File: src/rtl/mseq_pkg.sv
package mseq_pkg;
  typedef enum logic [2:0] {
    OP_BR    = 3'd0,
    OP_CALL  = 3'd1,
    OP_RET   = 3'd2,
    OP_IDISP = 3'd3,
    OP_ODISP = 3'd4,
    OP_TRET  = 3'd5
  } mseq_op_e;
endpackage

File: src/rtl/mseq_cond_sel.sv
module mseq_cond_sel #(
  parameter int CW   = 4,
  parameter int NGRP = 7,
  parameter int SW   = 3
) (
  input  logic [SW-1:0]      sel,
  input  logic [NGRP*CW-1:0] cond,
  output logic [CW-1:0]      grp
);
  logic [CW-1:0] grp_arr [NGRP+1];

  assign grp_arr[0] = '0;
  for (genvar g = 1; g <= NGRP; g++) begin : g_grp
    assign grp_arr[g] = cond[(g-1)*CW +: CW];
  end

  always_comb begin
    grp = '0;
    for (int k = 0; k <= NGRP; k++) begin
      if (int'(sel) == k) grp = grp_arr[k];
    end
  end
endmodule

File: src/rtl/mseq_stack.sv
module mseq_stack #(
  parameter int AW    = 14,
  parameter int DEPTH = 16
) (
  input  logic          clk,
  input  logic          rst,
  input  logic          push,
  input  logic          pop,
  input  logic [AW-1:0] wdata,
  output logic [AW-1:0] rdata,
  output logic          err
);
  localparam int PW = $clog2(DEPTH);

  logic [AW-1:0] mem [DEPTH];
  logic [PW-1:0] ptr_q;
  logic [PW:0]   cnt_q;
  logic          full, empty, ovf_ev, unf_ev;

  assign full   = (cnt_q == (PW+1)'(DEPTH));
  assign empty  = (cnt_q == '0);
  assign ovf_ev = push && full;
  assign unf_ev = pop && !push && empty;
  assign rdata  = empty ? '0 : mem[ptr_q - 1'b1];

  always_ff @(posedge clk) begin
    if (push) mem[ptr_q] <= wdata;
  end

  always_ff @(posedge clk) begin
    if (rst) begin
      ptr_q <= '0;
      cnt_q <= '0;
      err   <= 1'b0;
    end else if (push) begin
      ptr_q <= ptr_q + 1'b1;
      if (full) err <= 1'b1;
      else      cnt_q <= cnt_q + 1'b1;
    end else if (pop) begin
      if (empty) err <= 1'b1;
      else begin
        ptr_q <= ptr_q - 1'b1;
        cnt_q <= cnt_q - 1'b1;
      end
    end
  end


  overflow_flag_chk: assert property (@(posedge clk) disable iff (rst)
    ovf_ev |=> err);

  underflow_flag_chk: assert property (@(posedge clk) disable iff (rst)
    unf_ev |=> err);

  err_sticky_chk: assert property (@(posedge clk) disable iff (rst)
    err |=> err);

  depth_bound_chk: assert property (@(posedge clk) disable iff (rst)
    full && push |=> full);
endmodule

File: src/rtl/mseq_top.sv
module mseq_top
  import mseq_pkg::*;
#(
  parameter int              AW       = 14,
  parameter int              DEPTH    = 16,
  parameter int              CW       = 4,
  parameter int              NGRP     = 7,
  parameter int              SW       = 3,
  parameter logic [AW-1:0]   TRAP_VEC = 14'h0004,
  parameter logic [AW-1:0]   SVC_VEC  = 14'h0008
) (
  input  logic                 clk,
  input  logic                 rst,
  input  logic [2:0]           op_i,
  input  logic [SW-1:0]        but_i,
  input  logic [AW-1:0]        nxt_i,
  input  logic [NGRP*CW-1:0]   cond_i,
  input  logic [AW-1:0]        idisp_i,
  input  logic [AW-1:0]        odisp_i,
  input  logic                 pend_i,
  input  logic                 utrap_i,
  output logic [AW-1:0]        addr_o,
  output logic                 stk_err_o
);
  function automatic logic [AW-1:0] merge_cond(input logic [AW-1:0] base,
                                               input logic [CW-1:0] c);
    return base | {{(AW-CW){1'b0}}, c};
  endfunction

  function automatic logic [AW-1:0] ret_of(input logic [AW-1:0] a);
    return a + 1'b1;
  endfunction

  mseq_op_e      op;
  logic [CW-1:0] grp_bits;
  logic [AW-1:0] merged, stk_top, next_addr, saved_q;
  logic          do_push, do_pop;

  assign op = mseq_op_e'(op_i);

  mseq_cond_sel #(.CW(CW), .NGRP(NGRP), .SW(SW)) u_csel (
    .sel (but_i),
    .cond(cond_i),
    .grp (grp_bits)
  );

  assign merged = merge_cond(nxt_i, grp_bits);

  mseq_stack #(.AW(AW), .DEPTH(DEPTH)) u_stk (
    .clk  (clk),
    .rst  (rst),
    .push (do_push),
    .pop  (do_pop),
    .wdata(ret_of(addr_o)),
    .rdata(stk_top),
    .err  (stk_err_o)
  );

  always_comb begin
    do_push   = 1'b0;
    do_pop    = 1'b0;
    next_addr = merged;
    if (utrap_i) begin
      next_addr = TRAP_VEC;
    end else begin
      case (op)
        OP_CALL:  begin do_push = 1'b1; next_addr = merged; end
        OP_RET:   begin do_pop  = 1'b1; next_addr = stk_top; end
        OP_IDISP: next_addr = pend_i ? SVC_VEC : idisp_i;
        OP_ODISP: next_addr = odisp_i;
        OP_TRET:  next_addr = saved_q;
        default:  next_addr = merged;
      endcase
    end
  end

  always_ff @(posedge clk) begin
    if (rst) begin
      addr_o  <= '0;
      saved_q <= '0;
    end else begin
      addr_o <= next_addr;
      if (utrap_i) saved_q <= addr_o;
    end
  end


  trap_vector_chk: assert property (@(posedge clk) disable iff (rst)
    utrap_i |=> addr_o == TRAP_VEC);

  trap_save_chk: assert property (@(posedge clk) disable iff (rst)
    utrap_i |=> saved_q == $past(addr_o));

  trap_no_stack_chk: assert property (@(posedge clk) disable iff (rst)
    utrap_i |-> !do_push && !do_pop);

  plain_jump_chk: assert property (@(posedge clk) disable iff (rst)
    !utrap_i && op_i == 3'd0 && but_i == '0 |=> addr_o == $past(nxt_i));

  odisp_chk: assert property (@(posedge clk) disable iff (rst)
    !utrap_i && op_i == 3'd4 |=> addr_o == $past(odisp_i));

  svc_divert_chk: assert property (@(posedge clk) disable iff (rst)
    !utrap_i && op_i == 3'd3 && pend_i |=> addr_o == SVC_VEC);

  trap_return_chk: assert property (@(posedge clk) disable iff (rst)
    !utrap_i && op_i == 3'd5 |=> addr_o == $past(saved_q));
endmodule

File: config.mk
export PLATFORM = sky130hd
export DESIGN_NAME = mseq_top
export DESIGN_NICKNAME = d
export VERILOG_FILES = /design/src/rtl/mseq_pkg.sv /design/src/rtl/mseq_cond_sel.sv /design/src/rtl/mseq_stack.sv /design/src/rtl/mseq_top.sv
export SDC_FILE = /design/constraint.sdc
export NUM_CORES = 1
export LEC_CHECK = 0
export CORE_MARGIN = 2
export CORE_UTILIZATION = 35
export CTS_BUF_LIST = sky130_fd_sc_hd__clkbuf_16
export CTS_CLUSTER_SIZE = 28
export DETAILED_ROUTE_END_ITERATION = 16
export HOLD_SLACK_MARGIN = 0.08
export PLACE_DENSITY_LB_ADDON = 0.2
export SLEW_MARGIN = 5
export SYNTH_ARGS = -nofsm -noshare
export SYNTH_HDL_FRONTEND = slang
export SYNTH_SLANG_ARGS = --single-unit
File: constraint.sdc
create_clock -name clk -period 4.3 [get_ports clk]
set_input_delay 0.86 -clock clk [delete_from_list [all_inputs] [get_ports clk]]
set_output_delay 0.86 -clock clk [all_outputs]
set_load 0.01 [all_outputs]
==> results.md <==
* Slew Limit Headroom at 0.09461
* Layout Area Growth over Synthesis at 21.51%
* Clk root buf: sky130_fd_sc_hd__clkbuf_16
* Hold Crit Start: u_stk.err
* Final setup viols at 0
* Final worst path period share at 0.7359
* Timing-limited maximum frequency at 316.0 MHz
* Flops & latches, synth at 262
* Clock Skew at 8.957 ps
* VDD IR max at slightly below 0.3 mV
* Data arrival time of the worst path at ~3600 ps
* Final wirelength at 25450 µm
* Antenna violation net count after detailed routing at 0
* Number of antenna cells inserted at 0
* Category of the worst setup path capture point: register
* Overall global routing resource usage at 0.1502
* Sum of negative setup slack at 0 ps
* Iter 0 DRT Violations at 429
* Final critical delay including setup and external delays at 3164 ps
* Post-cts resize count at 0
* Startpoint Class: register
* Status: completed
* Net count after synthesis at 770
* Timing startpoint of the critical path: u_stk.ptr_q[0]
* Classification of the worst setup path: register to register
* Half-perimeter wire length after placement at 17300 µm
* Hold Violations, Final at 0
* Initial antenna violation count at 0
* Total vias in the final route at about 6300
* Proportion of synthesized flip-flops having asynchronous set or reset at 0
* Number of clock buffers inserted by TritonCTS at 26
* Placement Rows at 65
* Deepest level of the CTS H-tree at 1
* Global-route wire length before repair at 39010 µm
* Setup repair bufs after CTS at 0
* Share of Yosys cell area claimed by the top area cell type at 0.5992
* Ratio of cells with drive above 1 in the final layout at 0.2020
* Core ar. at 0.03156 mm²
* Slew Limit Fails at 0
* Unique masters post-synth at 53
* Initial DRT Pass Iterations at 7
* Number of buffers between clock root and the deepest sink at 3
* Global placement routability congestion at between 0.9 and 1
* Die area at approximately 0.034 mm²
* Slew at the pin with the worst max-slew slack at 1348 ps
* Worst r2r src: u_stk.ptr_q[0]
* Main area contributors after synthesis: sky130_fd_sc_hd__edfxtp_1 (60%), sky130_fd_sc_hd__mux4_2 (11%), sky130_fd_sc_hd__dfxtp_1 (6.8%)
* Number of global-route vias before repair at 6658
* Cell type with the highest aggregate area in the netlist: sky130_fd_sc_hd__edfxtp_1
* Power density normalized to cell area at between 400 and 500 mW/mm²
* Nets at around 900
* Required time of the critical path at roughly 4700 ps
* Crit-path max FO at 43
* Worst hold margin at about 480 ps
* Post-Synthesis Mean Instance Area at 16.51 µm²
* Leakage power summed over all cells at 4.577 nW
* Vertical die dimension at 183.1 µm
* Post-synthesis sequential area ratio at 0.6670
* Final total power at roughly 0.0056 W
* Number of instances in the synthesized netlist at 680
* Clock-pin slew on the worst setup and hold paths at 70 ps
* Ys Warns at 0
* Clock tree from TritonCTS: yes
* Quantity of hold-fixing buffers added after cts at 0
* IO buf count at 94
* Path type of the worst min-delay path: register to register
* Starting density of the core at 0.3557
* Via density per instance at around 5.2
* Unrepaired setup endpoints after global routing: false
* Post-synthesis instance area at roughly 0.011 mm²
* Max-cap viol count at 0
* # clock sinks at 262
* DRC errors left at 0
* Number of placed I/O pins at between 90 and 100
* Insertion delay of the later-clocked pin in the worst-skew pair at 530 ps
* Average routed wire per standard cell at 20.96 µm
* Remaining global-route overflow at 0
* Post-synth EDFFs at 224
* Pin count of the biggest net entering global routing at between 40 and 50
* Synth Flop Type: sky130_fd_sc_hd__edfxtp_1
* Horizontal extent of the die at approximately 180 µm
[critical path, cell delays in order (launching register included)]
cell and delay (ps):
sky130_fd_sc_hd__dfxtp_4 650, sky130_fd_sc_hd__inv_1 200, sky130_fd_sc_hd__ha_2 640, sky130_fd_sc_hd__buf_12 320, sky130_fd_sc_hd__mux4_2 340, sky130_fd_sc_hd__nor2b_4 140, sky130_fd_sc_hd__a211oi_2 300, sky130_fd_sc_hd__a21oi_1 140
sky130_fd_sc_hd__a221oi_2 230, sky130_fd_sc_hd__nor2_1 60
[synthesized netlist by cell type (all sizes together) (4+ instances only)]
library cell	number
edfxtp	224
nor2	66
mux4	56
mux2i	48
dfxtp	38
a21oi	35
buf	26
nor2b	16
o21ai	16
clkbuf	14
a211oi	13
a221oi	13
nand2	12
nor3	11
xnor2	11
inv	10
ha	9
nand2b	8
xor2	8
and3	5
mux2	5
nand3	5
a31oi	4
[path summary, 6_finish.rpt]
kind | to | cells past startpoint | slack [ps]
max reg2reg | addr_o[13] | 9 | 1140
min reg2reg | u_stk.err | 2 | 480
max | addr_o[13] | 9 | 1140
min | u_stk.err | 2 | 480
[metrics by stage]
stage	utilization	setup WS (ps)	area, µm²	instances
final	0.4323	1136	13640	1214
after global routing	0.4323	874.5	13640	1214
after CTS	0.4320	1043	13630	1214
after detailed placement	0.4047	865.6	12770	1167
after global placement	0.4047	883.3	12770	1167
after floorplan	-	1250	11230	680
[cell usage in the layout, fill, tap and decap left out, types with 12 or more instances in the layout]
| cell | n |
|---|---|
| sky130_fd_sc_hd__mux2i_1 | 48 |
| sky130_fd_sc_hd__edfxtp_1 | 224 |
| sky130_fd_sc_hd__buf_4 | 29 |
| sky130_fd_sc_hd__mux4_2 | 56 |
| sky130_fd_sc_hd__inv_1 | 14 |
| sky130_fd_sc_hd__nand2_1 | 12 |
| sky130_fd_sc_hd__nor2b_1 | 15 |
| sky130_fd_sc_hd__clkbuf_16 | 27 |
| sky130_fd_sc_hd__a21oi_1 | 35 |
| sky130_fd_sc_hd__clkdlybuf4s50_1 | 94 |
| sky130_fd_sc_hd__dfxtp_1 | 37 |
| sky130_fd_sc_hd__nor2_1 | 66 |
| sky130_fd_sc_hd__o21ai_0 | 15 |
[flip-flops by register name, summed over array words and instances (netlist names)]
register and count:
u_stk.cnt_q 5, saved_q 14, u_stk.err 1, addr_o 14
u_stk.ptr_q 4, u_stk.mem 224
[final cells by class]
class,instances,area [µm²]
Tap cell,402,503.0
Timing Repair Buffer,125,1199
Multi-Input combinational cell,368,3548
Sequential cell,262,7491
Clock inverter,20,186.4
Fill cell,2781,17910
Inverter,10,37.54
Clock buffer,27,675.6
[kinds of logic (layout without fill, tap and decap cells)]
group | count (synthesis) | after routing | synth area share
buf+inv | 50 | 182 | 0.02285
mux | 109 | 109 | 0.1602
fa+ha+maj | 10 | 10 | 0.01181
simple gates | 133 | 133 | 0.05707
compound gates | 97 | 97 | 0.06632
flops | 262 | 262 | 0.6670
xor+xnor | 19 | 19 | 0.01482
[power breakdown]
group	internal (W)	total [W]	leakage [nW]	switching, W
Clock	0.00137	0.00228	0.441	0.000917
Sequential	0.00278	0.00281	2.32	0.0000286
Combinational	0.000251	0.000518	1.82	0.000267
Total	0.00440	0.00561	4.58	0.00121
[per-layer routing]
metal,track usage,up-vias,wire length [µm]
met5,0,-,0
met4,0.03584,0,342
met3,0.02145,28,1368
met2,0.2636,172,12570
met1,0.1975,3215,11170
li1,-,2905,-
Power figures use the tool's default switching activity.
